$ cat src/rtl/bus_counter_pkg.sv
package bus_counter_pkg;
  typedef enum logic [1:0] {
    OP_HOLD  = 2'd0,
    OP_CLEAR = 2'd1,
    OP_LOAD  = 2'd2,
    OP_STEP  = 2'd3
  } cntOp_e;

  typedef struct packed {
    cntOp_e op;
    logic   up;
  } cntCtrl_t;
endpackage

$ cat src/rtl/bus_counter_ctrl.sv
module bus_counter_ctrl
  import bus_counter_pkg::*;
(
  input  logic     syncClrN,
  input  logic     loadN,
  input  logic     csN,
  input  logic     oeN,
  input  logic     upDn,
  input  logic     enPN,
  input  logic     enTN,
  output cntCtrl_t ctrl,
  output logic     driveEn
);
  always_comb begin
    ctrl.up = upDn;
    if (!syncClrN)           ctrl.op = OP_CLEAR;
    else if (!csN && !loadN) ctrl.op = OP_LOAD;
    else if (!enPN && !enTN) ctrl.op = OP_STEP;
    else                     ctrl.op = OP_HOLD;
  end

  assign driveEn = !csN && loadN && !oeN;

  always_comb begin

    no_drive_on_load_chk: assert (!(driveEn && ctrl.op == OP_LOAD));
  end
endmodule

$ cat src/rtl/bus_counter_dp.sv
module bus_counter_dp
  import bus_counter_pkg::*;
#(
  parameter int WIDTH = 8
) (
  input  logic             clk,
  input  logic             rstN,
  input  cntCtrl_t         ctrl,
  input  logic [WIDTH-1:0] loadVal,
  input  logic             enTN,
  output logic [WIDTH-1:0] count,
  output logic             tcN
);
  localparam logic [WIDTH-1:0] ALL_ONES = {WIDTH{1'b1}};
  localparam logic [WIDTH-1:0] ZERO     = '0;
  localparam logic [WIDTH-1:0] ONE      = WIDTH'(1);

  always_ff @(posedge clk or negedge rstN) begin
    if (!rstN) count <= ZERO;
    else begin
      case (ctrl.op)
        OP_CLEAR: count <= ZERO;
        OP_LOAD:  count <= loadVal;
        OP_STEP:  count <= ctrl.up ? count + ONE : count - ONE;
        default:  count <= count;
      endcase
    end
  end

  assign tcN = !(!enTN && (ctrl.up ? (count == ALL_ONES) : (count == ZERO)));


  clear_zero_chk: assert property (@(posedge clk) disable iff (!rstN)
    ctrl.op == OP_CLEAR |=> count == ZERO);

  load_take_chk: assert property (@(posedge clk) disable iff (!rstN)
    ctrl.op == OP_LOAD |=> count == $past(loadVal));

  hold_stable_chk: assert property (@(posedge clk) disable iff (!rstN)
    ctrl.op == OP_HOLD |=> $stable(count));

  step_up_chk: assert property (@(posedge clk) disable iff (!rstN)
    (ctrl.op == OP_STEP && ctrl.up) |=> count == $past(count) + ONE);

  step_dn_chk: assert property (@(posedge clk) disable iff (!rstN)
    (ctrl.op == OP_STEP && !ctrl.up) |=> count == $past(count) - ONE);

  tc_gate_chk: assert property (@(posedge clk) disable iff (!rstN)
    enTN |-> tcN);
endmodule

$ cat src/rtl/busUpDownCounter.sv
module busUpDownCounter
  import bus_counter_pkg::*;
#(
  parameter int WIDTH = 8
) (
  input  logic             clk,
  input  logic             rstN,
  input  logic             syncClrN,
  input  logic             loadN,
  input  logic             csN,
  input  logic             oeN,
  input  logic             upDn,
  input  logic             enPN,
  input  logic             enTN,
  input  logic [WIDTH-1:0] busIn,
  output logic [WIDTH-1:0] busOut,
  output logic             busOe,
  output logic             tcN
);
  cntCtrl_t         ctrl;
  logic [WIDTH-1:0] count;

  bus_counter_ctrl u_ctrl (
    .syncClrN(syncClrN), .loadN(loadN), .csN(csN), .oeN(oeN),
    .upDn(upDn), .enPN(enPN), .enTN(enTN), .ctrl(ctrl), .driveEn(busOe)
  );

  bus_counter_dp #(.WIDTH(WIDTH)) u_dp (
    .clk(clk), .rstN(rstN), .ctrl(ctrl), .loadVal(busIn),
    .enTN(enTN), .count(count), .tcN(tcN)
  );

  assign busOut = count;


  async_clear_chk: assert property (@(posedge clk) !rstN |-> busOut == '0);
endmodule

$ cat config.mk
export PLATFORM = sky130hd
export DESIGN_NAME = busUpDownCounter
export DESIGN_NICKNAME = d
export VERILOG_FILES = /design/src/rtl/bus_counter_pkg.sv /design/src/rtl/bus_counter_ctrl.sv /design/src/rtl/bus_counter_dp.sv /design/src/rtl/busUpDownCounter.sv
export SDC_FILE = /design/constraint.sdc
export NUM_CORES = 1
export LEC_CHECK = 0
export BUFFER_PORTS_ARGS = -buffer_cell sky130_fd_sc_hd__buf_2
export CAP_MARGIN = 20
export CORE_MARGIN = 4
export CORE_UTILIZATION = 48
export DETAILED_ROUTE_END_ITERATION = 8
export MAX_ROUTING_LAYER = met4
export PLACE_DENSITY_LB_ADDON = 0.25
export SLEW_MARGIN = 5
export SYNTH_ARGS = -nofsm -noshare
export SYNTH_HDL_FRONTEND = slang
export SYNTH_SLANG_ARGS = --single-unit
export TNS_END_PERCENT = 10
$ cat constraint.sdc
create_clock -name clk -period 2.63 [get_ports clk]
set_input_delay 0.1315 -clock clk [delete_from_list [all_inputs] [get_ports clk]]
set_output_delay 0.1315 -clock clk [all_outputs]
set_load 0.05 [all_outputs]
Yosys cells after proc, flatten, opt, wreduce, memory -nomap -nowiden
Index checks and enable logic that the tools add are counted.
- bits in registers: 8
- input port bits: 17
- word-level logic and storage cells: 26
- $add $sub $neg: 2
- equality and inequality tests: 4
- muxes and demuxes: 6
- reductions and logical operators: 13
- operator list (cell ; number):
    $pmux W8 S3 ; 1
    $add A8 B1 Y8 const B ; 1
    $eq A8 B8 Y1 const B ; 1
    $logic_not A8 Y1 ; 1
    $mux W8 ; 1
    $sub A8 B1 Y8 const B ; 1
    $logic_not A1 Y1 ; 6
    $mux W2 ; 3
    $logic_and A1 B1 Y1 ; 5
    $eq A2 B2 Y1 const B ; 2
    $reduce_bool A3 Y1 ; 1
    $eq A2 B1 Y1 const B ; 1
    $mux W1 ; 1

Logic depth before layout (Yosys ltp)
Gate-level depths: netlist of run 1.
- depth after elaboration: 7
- depth in mapped cells: 7

Hierarchy
From an unflattened synthesis of run 1, not the netlist that was laid out.
- cells, all modules: 85
- area total of the unflattened synthesis: 726.9 sq um
- by module, submodules not included (module ; times used ; cells each ; area each (sq um) ; seq. area each (sq um)):
    bus_counter_dp ; 1 ; 79 ; 681.9 ; 200.2
    bus_counter_ctrl ; 1 ; 6 ; 45.0 ; 0.0

Worst setup path after synthesis of run 1
Ideal clock, no wire load.
- path type: flip-flop to flip-flop
- from: register u_dp.count[1]
- to: register u_dp.count[7]
- library setup time: 124 ps
- arrival: 2245 ps
- required time: 2506 ps
- setup slack: 261 ps
- stages on the path, launching flop included: 7
- clock period less this slack: 2369 ps
- path through: dfrtp_1 ha_1 a211oi_2 nor4_1 or4_4 and3_1 o31a_1
- word-level cells in the longest chain between the ends: 3
- elaborated cells on any way between the ends: 4
- classes of those cells: 2 x add/sub; 2 x mux
- RTL lines (what ; line ; text):
    start: declaration ; bus_counter_dp.sv:11 ; output logic [WIDTH-1:0] count,
    start signal: assignment ; bus_counter_dp.sv:23 ; OP_LOAD: count <= loadVal;
    start signal: assignment ; bus_counter_dp.sv:24 ; OP_STEP: count <= ctrl.up ? count + ONE : count - ONE;
    start signal: assignment ; bus_counter_dp.sv:25 ; default: count <= count;
    $sub A8 B1 Y8 / $add A8 B1 Y8 (equally long branches) ; bus_counter_dp.sv:24 ;
    $mux W8 * ; bus_counter_dp.sv:24 ;
    $pmux W8 S3 * ; bus_counter_dp.sv:21 ; case (ctrl.op)
Mark *: on every way between the ends. The rest lies on a longest branch, timed or not.
A chain may end at the register's enable or synchronous reset.

Worst setup path in the final report of run 1
- from: register u_dp.count[2]
- to: register u_dp.count[7]
Same word-level chain as after synthesis.

==> reports/results.ini, run 1 <==
[setup_path]
worstPathRequired_ps=2750
crit_type=flip-flop to flip-flop
path_max_fanout=5
startpoint=u_dp.count[2]
r2r_slack_ps=390
rr_worst_depth=6
worstSetupEndpointType=flip-flop
timing.rr.start=u_dp.count[2]
arrival_ps=2370
critPathLaunchType=flip-flop

[min_path]
hold_depth=2
hp-class=primary input to flip-flop
worst_hold_startpoint=busIn[0]

[cells_and_area]
top_regs=u_dp.count x8
final_util_pct=66.24
area_delta_synth_final_pct=23.23
largest-register=u_dp.count
drive_above_1_share_pct=28.45
antenna_cells=0
finalNetCount=142
finalNonFillerCells=131
largest_reg_flops=8
fillers=119

[detailed_routing]
wl_met1_microns=895
route.vias.total=775
routed_wl_mm=2.030
first_pass_iters=4
ant_nets=0
top_layer_used=met4
wl_met3_microns=142
viasPerCell=5.916
met2_length_microns=982
drtIter0Drc=24
wire_per_inst_microns=15.50
drc_errors=0

[die]
initial_core_util_pct=53.76
rows=13
core_area_sq_um=1383
die_y_microns=47.35
die_w_microns=47.35
dieArea_sq_um=2242
io_pins=27

[synth]
synth.area.mux_share_pct=0
synth_top_cell_by_area=dfrtp_1
synth_xor_area_share_pct=2.357
avgSynthCellArea_sq_um=8.446
ys_seq_elements=8
synthAdderAreaFrac_pct=12.79
synth-compound-area-share_pct=31.31
yosys_warnings=0
syn_nets=112
synth-main-ff-cell=dfrtp_1
synth-seq-area-share_pct=26.94
synth_top_family_by_area=compound AO/OA/AOI/OAI gates
yosys.area_share.simple_pct=23.40
synthArstFlopShare_pct=100.0
syn_area_sq_um=743.2
synth_area_leaders=dfrtp_1 (27%), ha_1 (10%), o211a_1 (6.7%)
syn_inst=88
synth_edf_count=0
ys_types=34
synth.top_cell.area_share_pct=26.94

[clock_network]
cts_root_buf=clkbuf_4
clock_path_buffers=2
cts_inserted_buffers=3
clkSinkCount=8
cts_resized=0
insertion_delay_ps=240
h-tree-depth=1
cts_tree=done
cts_setup_buffers=0
clk_transition_reported_paths_ps=60

[global_routing]
grt_overflow=0
grt_first_pass_wirelength_mm=3.201
grt_max_degree=13
grt_pass1_vias=733
antenna_found_initial=0
grt.total_usage_pct=20.80

[timing]
slew_viol_final=0
setup_viol=0
fin_setup_tns_ps=0
clock_skew_ps=7.109
max_freq_ghz=0.4455
hold_viol_final=0
post-route-min-period_ps=2244
fin_crit_sh_pct=85.34
tightest_slew_ps=542.4
slew-limit-headroom_pct=63.84
rsz0062_at_grt=false

[power_and_ir_drop]
ir_worst_vdd_v=0.0003556
internal_power_uw=254.9
powerDensity_nw_per_um2=470.8
swShare_pct=40.90
p_clk_share_pct=20.9
switchingPower_uw=176.3
p_leak_uw=0.0004512
p_comb_share_pct=43.9
p_seq_share_pct=35.3

[placement]
dp.cells=127
place.port_buffers=26
place_hpwl_mm=1.576
place_congestion=0.9261

[flow_run]
maxCapViolations=0

[outcome]
run_status=completed

-- critical path, stage by stage (launching register included) --
cell,delay (ps)
dfrtp_1,440
ha_1,350
o21ai_0,310
nor4_1,110
or4_4,490
and3_1,200
o31a_1,230
-- layout by cell type (no fill, tap or decap), drive strengths merged, types with 2 or more instances in the layout --
cell,count
nand3,3
or2,3
dfrtp,8
nor3b,2
o21ai,7
nor4,3
nand2,7
nor2b,2
o21a,2
clkbuf,3
nor3,3
a211oi,2
xnor2,2
buf,26
a21oi,7
o211a,5
nor2,4
o211ai,4
inv,4
ha,6
-- what timing repair did --
action | 4_1_cts | 5_1_grt
endpoints found under the hold margin | 8 | 0
hold buffers | 1 | 0
setup endpoints to repair | 0 | 0
-- cell usage after synthesis, types with 2 or more instances --
cell / instances
ha_1: 6
nor3b_1: 2
o21ai_0: 7
o211ai_1: 4
nor2b_1: 2
nor3_1: 3
nor2_1: 4
a21oi_1: 7
nand2_1: 7
o21a_1: 2
nand3_1: 3
or2_2: 2
nor4_1: 3
o211a_1: 5
inv_1: 4
dfrtp_1: 8
xnor2_1: 2
-- through the flow --
stage	setup slack [ps]	total power, uW	hold WS [ps]	instance area [sq um]
4_1_cts	411.6	433.3	124.1	915.9
2_1_floorplan	261.1	286.3	-164.1	743.2
6_report	385.5	431.2	129.4	915.9
3_3_place_gp	499.5	334.8	-19.42	883.3
5_1_grt	309.3	458.6	146.1	915.9
3_5_place_dp	407.6	339.4	-18.18	883.3
-- cells by family after synthesis --
family,Yosys count
AO/OA/AOI/OAI,33
flip-flops,8
adder cells (fa/ha/maj),7
AND/OR/NAND/NOR,32
XOR/XNOR,2
buffers and inverters,6
-- area by class of cell --
class | count | area [sq um] | share of cell area (%)
Clock buffer | 3 | 22.52 | 2.459
Tap cell | 15 | 18.77 | 2.049
Timing Repair Buffer | 27 | 140.1 | 15.30
Multi-Input combinational cell | 74 | 519.2 | 56.69
Sequential cell | 8 | 200.2 | 21.86
Inverter | 4 | 15.01 | 1.639
-- power by group through the flow --
stage / sequential (uW) / clock (uW) / combinational (uW)
after floorplan: 189 / 0 / 97.6
after global placement: 153 / 0 / 182
after detailed placement: 153 / 0 / 186
after CTS: 151 / 93.4 / 188
after global routing: 154 / 98.5 / 206
final: 152 / 89.9 / 189
-- metal layers --
metal	GRT usage (%)	vias up
li1	-	396
met1	29.84	354
met2	31.02	23
met3	1.533	2
met4	6.077	0
met5	-	-
-- worst paths after layout --
check	end
worst min register to register	u_dp.count[4]
worst max register to register	u_dp.count[7]
max in group asynchronous	u_dp.count[7]
min in group asynchronous	u_dp.count[0]
worst min-delay path	u_dp.count[0]
worst max-delay path	u_dp.count[7]
Power figures use the tool's default switching activity.
==> run 2: changes to the inputs <==
- PLACE_DENSITY: default -> 0.78
- PLACE_DENSITY_LB_ADDON: 0.25 -> default
==> reports/results.ini, run 2 (synthesized netlist as in run 1, its figures left out) <==
[clock_network]
clkSinkCount=8  ; unchanged
insertion_delay_ps=250  ; about the same
clk_transition_reported_paths_ps=60  ; about the same
cts_tree=done
cts_setup_buffers=0  ; unchanged
cts_root_buf=clkbuf_4
cts_inserted_buffers=3  ; unchanged
clock_path_buffers=2  ; unchanged
h-tree-depth=1  ; unchanged

[die]
rows=13  ; unchanged
die_w_microns=47.35  ; unchanged
io_pins=27  ; unchanged
core_area_sq_um=1383  ; unchanged
initial_core_util_pct=53.76  ; unchanged
dieArea_sq_um=2242  ; unchanged
die_y_microns=47.35  ; unchanged

[setup_path]
worstSetupEndpointType=flip-flop
slowest_stage=or4_4
cp_num_buf_inv=0  ; unchanged
critPathLaunchType=flip-flop
worstPathRequired_ps=2770  ; +20 ps
arrival_ps=2340  ; -30 ps
cpLargestDelayFamily=simple AND/OR/NAND/NOR gates
path_max_fanout=5  ; unchanged
slowest_delay_ps=490  ; about the same
crit_type=flip-flop to flip-flop
crit_chain=ha_1 -> o21ai_0 -> nor4_1 -> or4_4 -> and3_1 -> o31a_1

[timing]
hold_viol_final=0  ; unchanged
fin_crit_sh_pct=83.78  ; -1.6 points
slew-limit-headroom_pct=61.76  ; -2.1 points
rsz0062_at_grt=false
slew_viol_final=0  ; unchanged
setup_viol=0  ; unchanged
finalWorstSetupSlack_ps=426.5  ; +41.01 ps
post-route-min-period_ps=2203  ; -41.01 ps
max_freq_ghz=0.4538  ; +1.9%
tightest_slew_ps=573.6  ; +31.19 ps
clock_skew_ps=2.568  ; -4.541 ps
fin_setup_tns_ps=0  ; unchanged

[flow_run]
maxCapViolations=0  ; unchanged

[detailed_routing]
route.vias.total=805  ; +3.9%
viasPerCell=6.145  ; +3.9%
drc_errors=0  ; unchanged
wire_per_inst_microns=15.37  ; -0.84%
drtIter0Drc=41  ; +71%
routed_wl_mm=2.013  ; -0.84%
ant_nets=0  ; unchanged
first_pass_iters=4  ; unchanged

[placement]
dp.cells=127  ; unchanged
place_congestion=0.8752  ; -5.5%
place.port_buffers=26  ; unchanged
dpl_worst_slack_ps=417.9  ; +10.30 ps
place_hpwl_mm=1.617  ; +2.6%

[power_and_ir_drop]
p_leak_uw=0.0004512  ; unchanged
ir_worst_vdd_v=0.0002722  ; -23%
powerDensity_nw_per_um2=476.8  ; +1.3%

[cells_and_area]
area_delta_synth_final_pct=23.23  ; unchanged
largest-register=u_dp.count
antenna_cells=0  ; unchanged
finalNonFillerCells=131  ; unchanged
drive_above_1_share_pct=28.45  ; unchanged
final_util_pct=66.24  ; unchanged
top_regs=u_dp.count x8
finalNetCount=142  ; unchanged
fillers=120  ; +0.84%
largest_reg_flops=8  ; unchanged
layout_commonest_cell=buf_2
final_cell_mix=buf_2 (26), dfrtp_1 (8), nand2_1 (7), o21ai_0 (7), a21oi_1 (7)

[global_routing]
grt_pass1_vias=777  ; +6.0%
grt_max_degree=13  ; unchanged
antenna_found_initial=0  ; unchanged
grt_first_pass_wirelength_mm=3.277  ; +2.4%
grt_overflow=0  ; unchanged
grt.total_usage_pct=21.33  ; +0.53 points

[min_path]
hp-class=primary input to flip-flop

[outcome]
run_status=completed

[run 2: stage by stage]
stage / total power (uW) / hold WS, ps / instance area (sq um)
2_1_floorplan: 286.3 / -164.1 / 743.2
4_1_cts: 440.3 / 114.2 / 915.9
3_5_place_dp: 340.3 / -13.51 / 883.3
3_3_place_gp: 334.9 / -15.54 / 883.3
5_1_grt: 466.6 / 129.0 / 915.9
6_report: 436.7 / 122.4 / 915.9
[run 2: worst paths after layout]
kind / endpoint / from / slack (ps) / cells after the start
setup / recovery: u_dp.count[7] / u_dp.count[2] / 430 / 6
hold / removal: u_dp.count[3] / busIn[3] / 120 / 2
setup reg to reg: u_dp.count[7] / u_dp.count[2] / 430 / 6
hold reg to reg: u_dp.count[4] / u_dp.count[4] / 690 / 2
max in group asynchronous: u_dp.count[6] / rstN / 2220 / 2
min in group asynchronous: u_dp.count[3] / rstN / 240 / 2
[run 2: power by group]
group / switching [uW] / total [uW] / internal (uW)
Sequential: 18.3 / 152 / 134
Combinational: 120 / 189 / 69.1
Clock: 42.7 / 95.0 / 52.3
Total: 181 / 437 / 256
[run 2: layer usage]
| layer | track usage (%) | routed length [microns] |
|---|---|---|
| met1 | 27.38 | 884 |
| met2 | 33.42 | 961 |
| met3 | 1.916 | 147 |
| met4 | 9.945 | 20 |
| met5 | - | 0 |
[run 2: what timing repair did]
item                                    CTS  global route
hold endpoints to repair                  8             0
endpoints found under the setup margin    0             0
gates resized for setup                   0             0
hold buffers                              1             0
[run 2: area by class of cell]
| class | count | area, sq um | area share [%] |
|---|---|---|---|
| timing repair buffer | 27 | 140.1 | 15.30 |
| inverter | 4 | 15.01 | 1.639 |
| clock buffer | 3 | 22.52 | 2.459 |
| sequential | 8 | 200.2 | 21.86 |
| tap | 15 | 18.77 | 2.049 |
| multi-input combinational | 74 | 519.2 | 56.69 |
==> run 3: changes to the inputs <==
- clock period: 2.63 -> 2.1 ns (I/O delays scaled with it)
==> reports/results.ini, run 3 (synthesized netlist as in run 1, its figures left out) <==
[outcome]
run_status=completed

[setup_path]
timing.rr.start=u_dp.count[1]
crit_cells=6  ; unchanged
slowest_delay_ps=480  ; about the same
rr_worst_depth=6  ; unchanged
endpoint=u_dp.count[7]
critPathLaunchType=flip-flop
cpLargestDelayFamily=simple AND/OR/NAND/NOR gates
path_max_fanout=6  ; +1
worstSetupEndpointType=flip-flop
slowest_stage=or4_4
worstPathRequired_ps=2220  ; -550 ps
arrival_ps=2180  ; -160 ps
r2r_slack_ps=50  ; -380 ps
startpoint=u_dp.count[1]
crit_type=flip-flop to flip-flop
timing.rr.end=u_dp.count[7]
cp_num_buf_inv=0  ; unchanged
crit_chain=ha_4 -> a211oi_4 -> nor4_2 -> or4_4 -> and3_1 -> o31a_1

[timing]
clock_skew_ps=1.837  ; -0.7314 ps
slew_viol_final=0  ; unchanged
max_freq_ghz=0.4873  ; +7.4%
setup_viol=0  ; unchanged
slew-limit-headroom_pct=68.84  ; +7.1 points
rsz0062_at_grt=true
tightest_slew_ps=465.6  ; -108.0 ps
post-route-min-period_ps=2052  ; -151.5 ps
fin_crit_sh_pct=97.71  ; +14 points
hold_viol_final=0  ; unchanged

[cells_and_area]
drive_above_1_share_pct=40.98  ; +13 points
layout_commonest_cell=buf_2
final_util_pct=73.21  ; +7.0 points
largest_reg_flops=8  ; unchanged
finalNetCount=148  ; +4.2%
area_delta_synth_final_pct=36.20
largest-register=u_dp.count
final_cell_mix=buf_2 (26), nand2_1 (7), a21oi_1 (7), dfrtp_2 (7)
top_regs=u_dp.count x8
antenna_cells=0  ; unchanged

[clock_network]
cts_inserted_buffers=3  ; unchanged
h-tree-depth=1  ; unchanged
cts_root_buf=clkbuf_4
insertion_delay_ps=240  ; about the same
clock_path_buffers=2  ; unchanged
cts_tree=done
clkSinkCount=8  ; unchanged
clk_transition_reported_paths_ps=50  ; about the same

[detailed_routing]
routed_wl_mm=2.031  ; +0.89%
route.vias.total=843  ; +4.7%
drc_errors=0  ; unchanged
viasPerCell=6.153  ; +0.13%
drtIter0Drc=11  ; -73%
wire_per_inst_microns=14.82  ; -3.5%
first_pass_iters=5  ; +1
ant_nets=0  ; unchanged

[die]
initial_core_util_pct=53.76  ; unchanged
io_pins=27  ; unchanged
core_area_sq_um=1383  ; unchanged
dieArea_sq_um=2242  ; unchanged
die_y_microns=47.35  ; unchanged
rows=13  ; unchanged
die_w_microns=47.35  ; unchanged

[placement]
place.port_buffers=26  ; unchanged
place_congestion=0.9385  ; +7.2%
place_hpwl_mm=1.653  ; +2.2%

[power_and_ir_drop]
powerDensity_nw_per_um2=565.2  ; +19%
p_leak_uw=0.0004730  ; +4.8%
ir_worst_vdd_v=0.0003747  ; +38%
power_uw=572.1  ; +31%

[global_routing]
grt_overflow=0  ; unchanged
grt_pass1_vias=773  ; -0.51%
grt.total_usage_pct=22.17  ; +0.84 points
grt_first_pass_wirelength_mm=3.429  ; +4.6%
grt_max_degree=13  ; unchanged
antenna_found_initial=0  ; unchanged

[flow_run]
maxCapViolations=0  ; unchanged

[min_path]
hp-class=primary input to flip-flop
worst_hold_startpoint=busIn[3]

run 3: cell types whose count changed in the layout (fill, tap and decap cells not counted), sizes merged:
cell and delta:
buf +6
run 3: metal layers:
layer | track usage (%) | wire, microns | part of all wire [%]
met4 | 6.630 | 0 | 0
met5 | - | 0 | 0
met1 | 32.40 | 984 | 48
met2 | 32.62 | 901 | 44
met3 | 1.149 | 146 | 7.2
run 3: final cells by class:
class / count / area, sq um
clock buffers: 3 / 22.52
fillers: 107 / 370.4
inverters: 4 / 15.01
multi-input cells: 74 / 561.8
flip-flops and latches: 8 / 209.0
well taps: 15 / 18.77
repair buffers: 33 / 185.2
run 3: where the power goes:
part	total [uW]	switching [uW]	internal, uW	leakage, uW
Clock	107	41.9	64.7	0.0000138
Sequential	192	21.0	171	0.0000953
Combinational	274	164	110	0.000364
Total	572	227	345	0.000473
run 3: how the worst min path moves through the flow:
stage | cells past startpoint | endpoint | slack [ps]
6_report | 2 | u_dp.count[3] | 110
2_1_floorplan | 0 | u_dp.count[0] | -190
3_5_place_dp | 1 | u_dp.count[7] | -50
3_3_place_gp | 1 | u_dp.count[0] | -50
5_1_grt | 2 | u_dp.count[3] | 110
4_1_cts | 2 | u_dp.count[3] | 110
run 3: stage by stage:
step                std cells  hold slack [ps]  setup TNS [ps]  instance area (sq um)  worst slack [ps]
global placement          133           -48.39               0                  960.9             76.55
detailed placement        133           -48.13               0                  960.9             39.34
finish                    137            112.5               0                   1012             48.00
floorplan                  88           -190.6          -18.26                  775.7            -18.26
CTS                       137            109.9               0                  993.5             46.70
global route              137            109.6          -15.15                   1012            -15.15
run 3: repair_timing:
action / CTS / global route
endpoints found under the hold margin: 8 / 0
hold buffers: 1 / 0
gates resized for setup: 0 / 4
setup buffers: 0 / 0
endpoints found under the setup margin: 0 / 2
